$ cat src/rtl/sdram_init_pkg.sv
package sdram_init_pkg;

    // Command code on {cs_n, ras_n, cas_n, we_n}
    typedef enum logic [3:0] {
        CMD_LMR     = 4'b0000,
        CMD_AREF    = 4'b0001,
        CMD_PREALL  = 4'b0010,
        CMD_NOP     = 4'b0111,
        CMD_DESEL   = 4'b1111
    } sdram_cmd_t;

    typedef enum logic [3:0] {
        ST_WAIT,
        ST_WAKE,
        ST_PALL,
        ST_PALL_GAP,
        ST_REF,
        ST_REF_GAP,
        ST_MRS,
        ST_MRS_GAP,
        ST_EMRS,
        ST_EMRS_GAP,
        ST_READY
    } init_state_t;

    // Low seven bits of the mode word: latency 3, sequential, given burst code
    function automatic logic [6:0] mode_low_bits(input logic [2:0] burst_code);
        logic [6:0] w;
        w      = '0;
        w[2:0] = burst_code;
        w[3]   = 1'b0;
        w[6:4] = 3'b011;
        return w;
    endfunction

endpackage

$ cat src/rtl/sdram_init_timer.sv
module sdram_init_timer #(
    parameter int unsigned    CW      = 8,
    parameter logic [CW-1:0]  RST_VAL = '0
) (
    input  logic          clk,
    input  logic          rst_n,
    input  logic          load,
    input  logic [CW-1:0] load_val,
    output logic          expired
);

    logic [CW-1:0] count_q;

    always_ff @(posedge clk) begin
        if (!rst_n) begin
            count_q <= RST_VAL;
        end else if (load) begin
            count_q <= load_val;
        end else if (count_q != '0) begin
            count_q <= count_q - 1'b1;
        end
    end

    assign expired = (count_q == '0);

    // spacing counter parks at zero instead of wrapping
    timer_park_chk: assert property (@(posedge clk) disable iff (!rst_n)
        (!load && count_q == '0) |=> (count_q == '0));

endmodule

$ cat src/rtl/sdram_init_cmd_reg.sv
module sdram_init_cmd_reg
    import sdram_init_pkg::*;
#(
    parameter int unsigned ADDR_W = 13,
    parameter int unsigned BA_W   = 2
) (
    input  logic              clk,
    input  logic              rst_n,
    input  logic              cke_d,
    input  sdram_cmd_t        cmd_d,
    input  logic [BA_W-1:0]   ba_d,
    input  logic [ADDR_W-1:0] addr_d,
    input  logic              done_d,
    output logic              cke,
    output logic              cs_n,
    output logic              ras_n,
    output logic              cas_n,
    output logic              we_n,
    output logic [BA_W-1:0]   ba,
    output logic [ADDR_W-1:0] addr,
    output logic              init_done
);

    always_ff @(posedge clk) begin
        if (!rst_n) begin
            cke                      <= 1'b0;
            {cs_n,ras_n,cas_n,we_n}  <= CMD_DESEL;
            ba                       <= '0;
            addr                     <= '0;
            init_done                <= 1'b0;
        end else begin
            cke                      <= cke_d;
            {cs_n,ras_n,cas_n,we_n}  <= cmd_d;
            ba                       <= ba_d;
            addr                     <= addr_d;
            init_done                <= done_d;
        end
    end

endmodule

$ cat src/rtl/sdram_pwrup_seq.sv
module sdram_pwrup_seq
    import sdram_init_pkg::*;
#(
    parameter int unsigned          ADDR_W        = 13,
    parameter int unsigned          BA_W          = 2,
    parameter int unsigned          WAIT_CYCLES   = 200,
    parameter int unsigned          T_RP          = 3,
    parameter int unsigned          T_RFC         = 11,
    parameter int unsigned          T_MRD         = 2,
    parameter int unsigned          REFRESH_COUNT = 2,
    parameter bit                   EMRS_EN       = 1'b1,
    parameter logic [2:0]           BURST_CODE    = 3'b000,
    parameter logic [ADDR_W-1:0]    EMRS_WORD     = '0
) (
    input  logic              clk,
    input  logic              rst_n,
    output logic              cke,
    output logic              cs_n,
    output logic              ras_n,
    output logic              cas_n,
    output logic              we_n,
    output logic [BA_W-1:0]   ba,
    output logic [ADDR_W-1:0] addr,
    output logic              init_done
);

    localparam int unsigned TMAX_A = (WAIT_CYCLES > T_RFC) ? WAIT_CYCLES : T_RFC;
    localparam int unsigned TMAX_B = (T_RP > T_MRD) ? T_RP : T_MRD;
    localparam int unsigned TMAX   = (TMAX_A > TMAX_B) ? TMAX_A : TMAX_B;
    localparam int unsigned CW     = $clog2(TMAX + 1);
    localparam int unsigned RCW    = $clog2(REFRESH_COUNT + 1);
    localparam logic [BA_W-1:0] EXT_BANK = BA_W'(2);

    init_state_t     state_q, state_d;
    logic [RCW-1:0]  ref_cnt_q;
    logic            t_load;
    logic [CW-1:0]   t_val;
    logic            t_exp;

    logic              cke_d;
    sdram_cmd_t        cmd_d;
    logic [BA_W-1:0]   ba_d;
    logic [ADDR_W-1:0] addr_d;
    logic              done_d;

    sdram_init_timer #(
        .CW      (CW),
        .RST_VAL (CW'(WAIT_CYCLES - 1))
    ) u_timer (
        .clk      (clk),
        .rst_n    (rst_n),
        .load     (t_load),
        .load_val (t_val),
        .expired  (t_exp)
    );

    // state register
    always_ff @(posedge clk) begin
        if (!rst_n) begin
            state_q <= ST_WAIT;
        end else begin
            state_q <= state_d;
        end
    end

    // refresh counter
    always_ff @(posedge clk) begin
        if (!rst_n) begin
            ref_cnt_q <= '0;
        end else if (state_q == ST_REF) begin
            ref_cnt_q <= ref_cnt_q + 1'b1;
        end
    end

    // next state and spacing timer control
    always_comb begin
        state_d = state_q;
        t_load  = 1'b0;
        t_val   = '0;
        unique case (state_q)
            ST_WAIT: begin
                if (t_exp) state_d = ST_WAKE;
            end
            ST_WAKE: begin
                state_d = ST_PALL;
            end
            ST_PALL: begin
                state_d = ST_PALL_GAP;
                t_load  = 1'b1;
                t_val   = CW'(T_RP - 2);
            end
            ST_PALL_GAP: begin
                if (t_exp) state_d = ST_REF;
            end
            ST_REF: begin
                state_d = ST_REF_GAP;
                t_load  = 1'b1;
                t_val   = CW'(T_RFC - 2);
            end
            ST_REF_GAP: begin
                if (t_exp) begin
                    if (ref_cnt_q == RCW'(REFRESH_COUNT)) state_d = ST_MRS;
                    else                                   state_d = ST_REF;
                end
            end
            ST_MRS: begin
                state_d = ST_MRS_GAP;
                t_load  = 1'b1;
                t_val   = CW'(T_MRD - 2);
            end
            ST_MRS_GAP: begin
                if (t_exp) state_d = EMRS_EN ? ST_EMRS : ST_READY;
            end
            ST_EMRS: begin
                state_d = ST_EMRS_GAP;
                t_load  = 1'b1;
                t_val   = CW'(T_MRD - 2);
            end
            ST_EMRS_GAP: begin
                if (t_exp) state_d = ST_READY;
            end
            ST_READY: begin
                state_d = ST_READY;
            end
            default: begin
                state_d = ST_WAIT;
            end
        endcase
    end

    // pin decode for the current state
    always_comb begin
        cke_d  = 1'b1;
        cmd_d  = CMD_NOP;
        ba_d   = '0;
        addr_d = '0;
        done_d = 1'b0;
        unique case (state_q)
            ST_WAIT: begin
                cke_d = 1'b0;
                cmd_d = CMD_DESEL;
            end
            ST_PALL: begin
                cmd_d      = CMD_PREALL;
                addr_d[10] = 1'b1;
            end
            ST_REF: begin
                cmd_d = CMD_AREF;
            end
            ST_MRS: begin
                cmd_d       = CMD_LMR;
                addr_d[6:0] = mode_low_bits(BURST_CODE);
            end
            ST_EMRS: begin
                cmd_d  = CMD_LMR;
                ba_d   = EXT_BANK;
                addr_d = EMRS_WORD;
            end
            ST_READY: begin
                done_d = 1'b1;
            end
            ST_WAKE, ST_PALL_GAP, ST_REF_GAP, ST_MRS_GAP, ST_EMRS_GAP: begin
                cmd_d = CMD_NOP;
            end
            default: begin
                cke_d = 1'b0;
                cmd_d = CMD_DESEL;
            end
        endcase
    end

    sdram_init_cmd_reg #(
        .ADDR_W (ADDR_W),
        .BA_W   (BA_W)
    ) u_pins (
        .clk       (clk),
        .rst_n     (rst_n),
        .cke_d     (cke_d),
        .cmd_d     (cmd_d),
        .ba_d      (ba_d),
        .addr_d    (addr_d),
        .done_d    (done_d),
        .cke       (cke),
        .cs_n      (cs_n),
        .ras_n     (ras_n),
        .cas_n     (cas_n),
        .we_n      (we_n),
        .ba        (ba),
        .addr      (addr),
        .init_done (init_done)
    );

    logic [3:0] pin_cmd;
    assign pin_cmd = {cs_n, ras_n, cas_n, we_n};


    wait_deselect_chk: assert property (@(posedge clk) disable iff (!rst_n)
        !cke |-> (pin_cmd == 4'b1111 && !init_done));


    cke_hold_chk: assert property (@(posedge clk) disable iff (!rst_n)
        cke |=> cke);


    pall_a10_chk: assert property (@(posedge clk) disable iff (!rst_n)
        (pin_cmd == 4'b0010) |-> addr[10]);


    pall_gap_chk: assert property (@(posedge clk) disable iff (!rst_n)
        (pin_cmd == 4'b0010) |=> (pin_cmd == 4'b0111));


    ref_gap_chk: assert property (@(posedge clk) disable iff (!rst_n)
        (pin_cmd == 4'b0001) |=> (pin_cmd == 4'b0111));


    ref_bound_chk: assert property (@(posedge clk) disable iff (!rst_n)
        ref_cnt_q <= RCW'(REFRESH_COUNT));


    done_sticky_chk: assert property (@(posedge clk) disable iff (!rst_n)
        init_done |=> init_done);


    ready_idle_chk: assert property (@(posedge clk) disable iff (!rst_n)
        init_done |-> (cke && pin_cmd == 4'b0111));

endmodule

$ cat config.mk
export PLATFORM = sky130hd
export DESIGN_NAME = sdram_pwrup_seq
export DESIGN_NICKNAME = d
export VERILOG_FILES = /design/src/rtl/sdram_init_pkg.sv /design/src/rtl/sdram_init_timer.sv /design/src/rtl/sdram_init_cmd_reg.sv /design/src/rtl/sdram_pwrup_seq.sv
export SDC_FILE = /design/constraint.sdc
export NUM_CORES = 1
export LEC_CHECK = 0
export BUFFER_PORTS_ARGS = -buffer_cell sky130_fd_sc_hd__clkbuf_2
export CAP_MARGIN = 20
export CORE_UTILIZATION = 53
export CTS_BUF_LIST = sky130_fd_sc_hd__clkbuf_4 sky130_fd_sc_hd__clkbuf_8 sky130_fd_sc_hd__clkbuf_16
export CTS_CLUSTER_SIZE = 10
export DETAILED_ROUTE_END_ITERATION = 8
export GPL_TIMING_DRIVEN = 0
export MAX_ROUTING_LAYER = met4
export PLACE_DENSITY = 0.77
export SYNTH_ARGS = -nofsm -noshare
export SYNTH_HDL_FRONTEND = slang
export SYNTH_SLANG_ARGS = --single-unit
$ cat constraint.sdc
create_clock -name clk -period 1.71 [get_ports clk]
set_input_delay 0.342 -clock clk [delete_from_list [all_inputs] [get_ports clk]]
set_output_delay 0.342 -clock clk [all_outputs]
set_load 0.05 [all_outputs]
==> Word-level counts from Yosys, hierarchy flattened <==
Index checks and enable logic that the tools add are counted.
{ "classes": {"n_addsub": 2, "eq_ne": 16, "muxes": 17, "reduce_logical": 9} }
{ "ops": {"columns": ["cell", "count"], "rows": [
  ["$pmux W4 S11", 1],
  ["$mux W4", 5],
  ["$eq A4 B3 Y1 const B", 4],
  ["$mux W8", 2],
  ["$pmux W4 S4", 1],
  ["$eq A4 B4 Y1 const B", 3],
  ["$ne A2 B2 Y1 const B", 5],
  ["$reduce_or A10 Y1", 1],
  ["$eq A4 B2 Y1 const B", 2],
  ["$logic_not A8 Y1", 1],
  ["$pmux W4 S2", 1],
  ["$reduce_bool A8 Y1", 1],
  ["$sub A8 B1 Y8 const B", 1],
  ["$mux W6", 1],
  ["$reduce_or A6 Y1", 1],
  ["$reduce_and A5 Y1", 1],
  ["$eq A4 B1 Y1 const B", 1],
  ["$logic_not A4 Y1", 1],
  ["$mux W1", 4],
  ["$mux W2", 2],
  ["$reduce_or A4 Y1", 1],
  ["$add A2 B1 Y2 const B", 1],
  ["$eq A2 B2 Y1 const B", 1],
  ["$reduce_bool A2 Y1", 1],
  ["$reduce_or A2 Y1", 1]
]} }
{ "word_totals": {"register_bits": 35, "in_bits": 2, "out_inout_bits": 21, "word_cells": 56} }

==> Depth between registers and ports, before layout <==
Gate-level depths: netlist of the first run.
{ "logic_depth": {"depth_word": 4, "mapped_depth": 6, "mapped_depth_nobuf": 6} }

==> Cells and area by module <==
From an unflattened synthesis of the first run, not the netlist that was laid out.
{ "unflattened": {"hier_cells": 150, "hier_area_um2": 1447.6} }
{ "modules_own_cells": {"columns": ["module", "n_inst", "cells_per_inst", "area_per_inst_um2", "seq_area_each_um2"], "rows": [
  ["sdram_init_cmd_reg", 1, 44, 564.3, 420.4],
  ["sdram_init_timer", 1, 52, 449.2, 160.2],
  ["sdram_pwrup_seq", 1, 54, 434.2, 120.1]
]} }

==> Worst setup path before layout of the first run <==
OpenSTA, ideal clock, no wires.
{ "synth_path": {"path_kind": "flip-flop to flip-flop", "from": "reg u_timer.count_q[0]", "to": "reg u_timer.count_q[1]", "setup_ps": 84, "t_arrival_ps": 1262, "t_required_ps": 1626, "path_slack_ps": 364, "stages_incl_launch_ff": 7, "path_buffers": 0, "period_less_slack_ps": 1346, "cell_sequence": "dfxtp_1 -> inv_1 -> ha_1 -> nor3b_4 -> nand2_2 -> and2_4 -> o31ai_2"} }
{ "synth_via": {"elab_chain_cells": 3, "elab_cells_between_ends": 5, "classes_between": "1 x add/sub; 2 x mux; 2 x reduce/logical"} }
{ "synth_rtl": {"columns": ["element", "line_no", "rtl"], "rows": [
  ["start, declared", "sdram_init_timer.sv:12", "logic [CW-1:0] count_q;"],
  ["start signal, assigned", "sdram_init_timer.sv:18", "count_q <= load_val;"],
  ["start signal, assigned", "sdram_init_timer.sv:20", "count_q <= count_q - 1'b1;"],
  ["$sub A8 B1 Y8", "sdram_init_timer.sv:20", null],
  ["$mux W8", "sdram_init_timer.sv:19", "end else if (count_q != '0) begin"],
  ["$mux W8", "sdram_init_timer.sv:17", "end else if (load) begin"]
]} }
Parallel ways exist; a longest one is shown, timed or not. The select of a mux whose other input is x is not followed.
A chain may end at the register's enable or synchronous reset.

==> Worst setup path in the final report of the first run <==
Ends and elaborated chain as after synthesis.

==> results of run 1 <==
## final timing paths
check	start	endpoint	slack, ns	cells past startpoint
worst max-delay path	u_timer.count_q[0]	u_timer.count_q[1]	0.15	6
worst max register to register	u_timer.count_q[0]	u_timer.count_q[1]	0.15	6
worst min-delay path	rst_n	u_pins.cs_n	0.34	2
worst min register to register	ref_cnt_q[1]	ref_cnt_q[1]	0.52	1
## cell type report
cell class | instances | area [um2] | area share (%)
sequential | 23 | 460 | 33.6
buffer | 18 | 118 | 8.58
timing repair buffer | 10 | 50.0 | 3.65
clock buffer | 4 | 30.0 | 2.19
tap | 27 | 33.8 | 2.47
multi-input combinational | 97 | 648 | 47.3
inverter | 8 | 30.0 | 2.19
## report_power, final
part	internal [mW]	switching (mW)
Combinational	0.254	0.453
Sequential	0.639	0.0963
Clock	0.107	0.163
Total	1.00	0.712
## per-layer routing
| layer | wire [um] | up-vias |
|---|---|---|
| li1 | - | 486 |
| met1 | 1070 | 414 |
| met2 | 1130 | 27 |
| met3 | 94 | 4 |
| met4 | 40 | 0 |
| met5 | 0 | - |
## worst max-delay path, stage by stage (launching register included)
cell     delay [ns]
dfxtp_1        0.36
inv_1          0.11
ha_1           0.23
nor3b_4        0.31
nand2_4        0.15
and2_4         0.19
o31ai_2        0.15
## metrics by stage
step / setup WS, ns / power [mW] / cells / utilization (%)
floorplan: 0.364 / 1.32 / 146 / -
global placement: 0.170 / 1.41 / 183 / 64.7
detailed placement: 0.0965 / 1.45 / 183 / 64.7
CTS: 0.0847 / 1.71 / 187 / 66.2
global route: 0.0295 / 1.82 / 187 / 66.4
finish: 0.153 / 1.71 / 187 / 66.4
## flip-flops by register name (all words and copies together), names as in the netlist
signal and count:
u_pins.cs_n 1, u_pins.ba 1, u_timer.count_q 8, ref_cnt_q 2
u_pins.addr 2, u_pins.ras_n 1, u_pins.init_done 1, state_q 4
u_pins.we_n 1, u_pins.cas_n 1, u_pins.cke 1
## cells by family (layout without fill, tap and decap cells)
kind of cell,Yosys count,after routing,synth area share (%)
XOR/XNOR,4,4,2.89
multiplexers,3,3,2.47
adder cells (fa/ha/maj),3,3,3.09
AND/OR/NAND/NOR,53,53,26.8
other,1,11,0.309
flip-flops,23,23,37.9
buffers and inverters,26,40,12.2
AO/OA/AOI/OAI,23,23,14.3
## synthesized netlist by cell type (all sizes together) (3+ instances only)
cell type,count,area [um2]
nor2b,4,25.0
dfxtp,23,460
nand2,8,32.5
nand2b,3,18.8
and2,3,21.3
a21oi,3,15.0
nor3,8,56.3
ha,3,37.5
buf,17,114
inv,8,30.0
o21ai,7,35.0
nor3b,5,53.8
mux2i,3,30.0
nor2,15,56.3
xnor2,3,26.3
==> out/metrics.csv, run 1 <==
metric;value;unit
async_flop_share;0;%
final_cell_mix;dfxtp_1, nor2_1, buf_4;
cts_tree;yes;
track_usage;23.1;%
dieArea;2490;um2
routed_wl;2.34;mm
post_dp_cell_area;1340;um2
drive_above_1_share;25.0;%
clock_path_buffers;2;
ys_seq_elements;23;
grt_use_met1;28.8;%
place.gp.congestion;0.799;
die_x;49.9;um
n_fill_cell;166;
rows;16;
cts_root_buf;clkbuf_4;
drc_errors;0;
slew_headroom;64.9;%
grt-busiest-layer;met2;
power.density;1250;nW/um2
hold_viol_final;0;
firstDrtPassIters;4;
crit_fanout;10;
yosys_warnings;0;
p_leak;0.653;nW
core;2060;um2
hpwl;1.74;mm
detail_route.iter0.violations;25;
start_kind;register;
synth.distinct_cells;44;
port_buffers;10;
numCtsBuffers;3;
whs;0.342;ns
vias_per_cell;4.98;
finalSetupTns;0;ns
cts_setup_buffers;0;
final_nets;166;
worst_ep_required_time;1.95;ns
layout_commonest_cell;dfxtp_1;
antenna_found_initial;0;
period_share;91.0;%
postCtsHoldBufs;0;
grt_pass1_wl;4.08;mm
rsz0062_at_grt;no;
dieHeight;49.9;um
cts.sinks;23;
crit_arrival;1.80;ns
status;finished clean;
vias;931;
clock_latency;0.31;ns
clk_pin_slew;0.12;ns
setup_viol;0;
drv_slew;0;
ant_nets;0;
syn2layout_area_growth;12.9;%
max_cap_viol_count;0;
avgSynthCellArea;8.92;um2
synth_edf_count;0;
clock.fmax;642;MHz
initial_core_util;58.9;%
peakVddDrop;0.645;mV
io_pins;23;
grt_pass1_vias;882;
final_area;1370;um2
period_needed;1.56;ns
overflow;0;
postSynthCellCount;136;
tightest_slew;0.523;ns
grtUsageMet3;3.09;%
synthFlopType;dfxtp_1;
hp-class;input pin to register;
synth_sequential_area_ratio;37.9;%
netlist_area;1210;um2
antennaDiodeCount;0;
clock_skew;0.00264;ns
grt_use_met2;35.1;%
cts-resized-gates;0;
path_class;register to register;
cp-end-kind;register;
wire_per_inst;12.5;um
htree_levels;1;
grt_max_degree;13;
No activity file was read; power rests on OpenSTA's default activity.
==> inputs of run 2 (changes only) <==
--- a/config.mk
+++ b/config.mk
@@ -13,7 +13,7 @@
 export DETAILED_ROUTE_END_ITERATION = 8
 export GPL_TIMING_DRIVEN = 0
 export MAX_ROUTING_LAYER = met4
-export PLACE_DENSITY = 0.77
+export PLACE_DENSITY = 0.79
 export SYNTH_ARGS = -nofsm -noshare
 export SYNTH_HDL_FRONTEND = slang
 export SYNTH_SLANG_ARGS = --single-unit
==> run 2 against run 1 <==
Critical path depth unchanged. Hold slack worse by 0.016 ns. Clock-buffer cell count did not move. Global-route usage is 3.0 points lower. Worst setup slack gained 0.0053 ns. Clock power shrank 3%. First-iteration DRC count fell by 60%. Non-clock buffer count stayed put. Via count grew 0.32%. Largest power group unchanged.
==> out/metrics.csv, run 2 (synthesis results as in run 1) <==
metric;value;unit
reg.largest.list;u_timer.count_q: 8 flops, state_q: 4 flops;
syn2layout_area_growth;12.9;%
cts_root_buf;clkbuf_4;
p_comb_share;41.2;%
cts_setup_buffers;0;
n_fill_cell;173;
path_class;register to register;
antenna_found_initial;0;
vias_per_cell;4.99;
worstPathCellList;inv_1 > ha_1 > nor3b_4 > nand2_4 > and2_4 > o31ai_2;
swShare;40.7;%
internal_power;1.00;mW
firstDrtPassIters;4;
layout_commonest_cell;dfxtp_1;
grt_max_degree;13;
vias;934;
cts.sinks;23;
grt_pass1_wl;3.75;mm
dieArea;2490;um2
power.density;1230;nW/um2
cp-end-kind;register;
clkPwrFrac;15.5;%
slew_headroom;64.2;%
clock_path_buffers;2;
p_sw;688;uW
path_buf_inv;1;
die_x;49.9;um
period_needed;1.55;ns
dieHeight;49.9;um
max_stage_delay;0.35;ns
drv_slew;0;
drive_above_1_share;25.0;%
initial_core_util;58.9;%
rows;16;
finalSetupTns;0;ns
grt_pass1_vias;883;
top_register;u_timer.count_q;
antennaDiodeCount;0;
start_kind;register;
wire_per_inst;11.2;um
final_area;1370;um2
clock_latency;0.30;ns
drc_errors;0;
largest_reg_flops;8;
p_leak;0.653;nW
peakVddDrop;0.815;mV
hold_viol_final;0;
critPathTopFamily;simple AND/OR/NAND/NOR gates;
period_share;90.7;%
htree_levels;1;
io_pins;23;
ant_nets;0;
place.gp.congestion;0.795;
numCtsBuffers;3;
worst_ep_required_time;1.94;ns
clock.fmax;645;MHz
setup_viol;0;
final_nets;166;
crit_arrival;1.78;ns
final_cell_mix;dfxtp_1, nor2_1, buf_4;
hpwl;1.58;mm
routed_wl;2.09;mm
overflow;0;
pwr-share-seq;43.2;%
clock_skew;0.00241;ns
crit_fanout;10;
slowest_stage;dfxtp_1;
clk_pin_slew;0.12;ns
post_dp_cell_area;1340;um2
rsz0062_at_grt;no;
cts_tree;yes;
max_cap_viol_count;0;
hp-class;input pin to register;
status;finished clean;
tightest_slew;0.532;ns
track_usage;20.1;%
core;2060;um2
port_buffers;10;
detail_route.iter0.violations;10;
## run 2: cell counts in the layout (fill, tap and decap cells not counted)
No cell type changed its count.
## run 2: final cells by class
type | count | area, um2 | share of cell area, %
tap | 27 | 33.8 | 2.47
multi-input combinational | 97 | 648 | 47.3
sequential | 23 | 460 | 33.6
timing repair buffer | 10 | 50.0 | 3.65
clock buffer | 4 | 30.0 | 2.19
buffer | 18 | 118 | 8.58
inverter | 8 | 30.0 | 2.19
## run 2: worst paths after layout
| check | endpoint | slack [ns] | cells after the start | from |
|---|---|---|---|---|
| setup / recovery | u_timer.count_q[1] | 0.16 | 6 | u_timer.count_q[0] |
| hold / removal | u_pins.cs_n | 0.33 | 2 | rst_n |
| setup reg to reg | u_timer.count_q[1] | 0.16 | 6 | u_timer.count_q[0] |
| hold reg to reg | ref_cnt_q[1] | 0.52 | 1 | ref_cnt_q[1] |
## run 2: timing repair
action / in CTS / in global routing
endpoints found under the setup margin: 0 / 3
gates resized for setup: 0 / 2
hold buffers: 0 / 0
## run 2: power groups by stage
stage,logic [mW],registers [mW],clock network (mW)
2_1_floorplan,0.479,0.837,0
3_3_place_gp,0.671,0.739,0
3_5_place_dp,0.692,0.743,0
4_1_cts,0.695,0.730,0.270
5_1_grt,0.766,0.746,0.288
6_report,0.697,0.731,0.262
## run 2: routing by layer
metal	GRT usage [%]	part of all wire [%]	routed length [um]
met5	-	0	0
met4	9.05	0.48	10
met3	2.78	3.6	76
met2	31.5	47	990
met1	25.6	48	1010
## run 2: stage by stage
step / instances / power, mW / hold slack, ns / setup WS [ns] / util [%]
global placement: 183 / 1.41 / 0.485 / 0.174 / 64.7
finish: 187 / 1.69 / 0.326 / 0.158 / 66.4
detailed placement: 183 / 1.44 / 0.496 / 0.133 / 64.7
floorplan: 146 / 1.32 / 0.476 / 0.364 / -
global route: 187 / 1.80 / 0.335 / 0.0249 / 66.4
CTS: 187 / 1.69 / 0.314 / 0.109 / 66.2
==> inputs of run 3 (changes only) <==
--- a/config.mk
+++ b/config.mk
@@ -7,13 +7,13 @@
 export LEC_CHECK = 0
 export BUFFER_PORTS_ARGS = -buffer_cell sky130_fd_sc_hd__clkbuf_2
 export CAP_MARGIN = 20
-export CORE_UTILIZATION = 53
+export CORE_UTILIZATION = 45
 export CTS_BUF_LIST = sky130_fd_sc_hd__clkbuf_4 sky130_fd_sc_hd__clkbuf_8 sky130_fd_sc_hd__clkbuf_16
 export CTS_CLUSTER_SIZE = 10
 export DETAILED_ROUTE_END_ITERATION = 8
 export GPL_TIMING_DRIVEN = 0
 export MAX_ROUTING_LAYER = met4
-export PLACE_DENSITY = 0.79
+export PLACE_DENSITY = 0.69
 export SYNTH_ARGS = -nofsm -noshare
 export SYNTH_HDL_FRONTEND = slang
 export SYNTH_SLANG_ARGS = --single-unit
==> run 3 against run 2 <==
Worst setup slack got worse by 0.048 ns. Total power down 0.83%. Non-clock buffer count did not move. Fmax fell by 3.0%. Sequential power hardly changed. Critical endpoint unchanged. Largest power group unchanged.
==> out/metrics.csv, run 3 (synthesis results as in run 1) <==
metric;value;unit
final_nets;166;
multi_input_area;643;um2
drv_slew;0;
period_needed;1.60;ns
io_pins;23;
crit_arrival;1.83;ns
clock_latency;0.32;ns
port_buffers;10;
antenna_found_initial;0;
clock_skew;0.0133;ns
cts_root_buf;clkbuf_4;
cp-end-kind;register;
numCtsBuffers;3;
wire_per_inst;10.7;um
finalSetupTns;0;ns
period_share;93.5;%
cts_tree;yes;
power.density;1230;nW/um2
final_cell_mix;dfxtp_1, nor2_1, buf_4;
vias_per_cell;4.82;
clock.fmax;625;MHz
place.gp.congestion;0.751;
antennaDiodeCount;0;
track_usage;15.6;%
crit_fanout;10;
top_register;u_timer.count_q;
grt_pass1_vias;740;
clk_pin_slew;0.13;ns
p_comb_share;41.5;%
swShare;41.4;%
reg.largest.list;u_timer.count_q: 8 flops, state_q: 4 flops;
worst_ep_required_time;1.94;ns
grt_pass1_wl;3.15;mm
regArea;460;um2
die_x;53.9;um
peakVddDrop;0.811;mV
drc_errors;0;
cts-resized-gates;0;
n_fill_cell;253;
htree_levels;1;
setup_viol;0;
start_kind;register;
routed_wl;2.03;mm
reg2reg_depth;6;
vias;916;
cts_setup_buffers;0;
dieArea;2910;um2
overflow;0;
rows;18;
p_leak;0.640;nW
initial_core_util;48.1;%
worstPathCellList;inv_1 > ha_1 > nor3b_4 > nand2_2 > and2_4 > o31ai_2;
cts.sinks;23;
whs;0.309;ns
clock_path_buffers;2;
detail_route.iter0.violations;8;
core;2520;um2
clkPwrFrac;15.0;%
slowest_stage;dfxtp_1;
path_class;register to register;
hpwl;1.58;mm
max_cap_viol_count;0;
postCtsHoldBufs;0;
holdPathStages;2;
internal_power;982;uW
status;finished clean;
ant_nets;0;
rsz0062_at_grt;no;
largest_reg_flops;8;
syn2layout_area_growth;12.6;%
dieHeight;53.9;um
hp-class;input pin to register;
layout_commonest_cell;dfxtp_1;
hold_viol_final;0;
max_stage_delay;0.36;ns
total_power;1.68;mW
pwr-share-seq;43.5;%
firstDrtPassIters;4;
p_sw;694;uW
grt_max_degree;14;
drive_above_1_share;25.0;%
-- run 3: cell types whose count changed in the layout (fill, tap and decap cells not counted), sizes merged --
cell    before  now
clkbuf      15   14
clkinv       0    1
-- run 3: area by class of cell --
cell class | instances | share of cell area (%)
buffer | 18 | 8.61
clock buffer | 3 | 1.65
clock inverter | 1 | 0.366
inverter | 8 | 2.20
multi-input combinational | 97 | 47.1
sequential | 23 | 33.7
tap | 30 | 2.75
timing repair buffer | 10 | 3.66
-- run 3: per-stage QoR --
step	cells	instance area (um2)	util (%)	worst slack, ns
floorplan	146	1250	-	0.364
global placement	186	1340	53.1	0.185
detailed placement	186	1340	53.1	0.148
CTS	190	1370	54.2	0.111
global route	190	1370	54.2	0.00369
finish	190	1370	54.2	0.110
-- run 3: power by group through the flow --
stage                     logic, mW  clock network [mW]  registers, mW
final                         0.696               0.251          0.729
after detailed placement      0.697                   0          0.743
after floorplan               0.479                   0          0.837
after global routing          0.758               0.285          0.746
after global placement        0.682                   0          0.738
after CTS                     0.700               0.266          0.730
-- run 3: worst paths after layout --
path	start	to	slack (ns)
worst max register to register	u_timer.count_q[0]	u_timer.count_q[1]	0.11
worst max-delay path	u_timer.count_q[0]	u_timer.count_q[1]	0.11
worst min-delay path	rst_n	u_pins.cs_n	0.31
worst min register to register	ref_cnt_q[1]	ref_cnt_q[1]	0.52
-- run 3: worst max-delay path: cells and delay by family, from the launching register on --
family / cells / cell delay [ns]
and+or+nand+nor: 3 / 0.68
AOI/OAI and AO/OA: 1 / 0.16
adders and majority gates: 1 / 0.22
DFF: 1 / 0.36
buffers and inverters: 1 / 0.11
-- run 3: per-layer routing --
layer	vias to the layer above	GRT usage, %	wire length (um)
met5	-	-	0
met4	0	3.95	21
met3	4	4.24	87
met2	16	24.5	924
met1	409	19.8	1000
li1	487	-	-
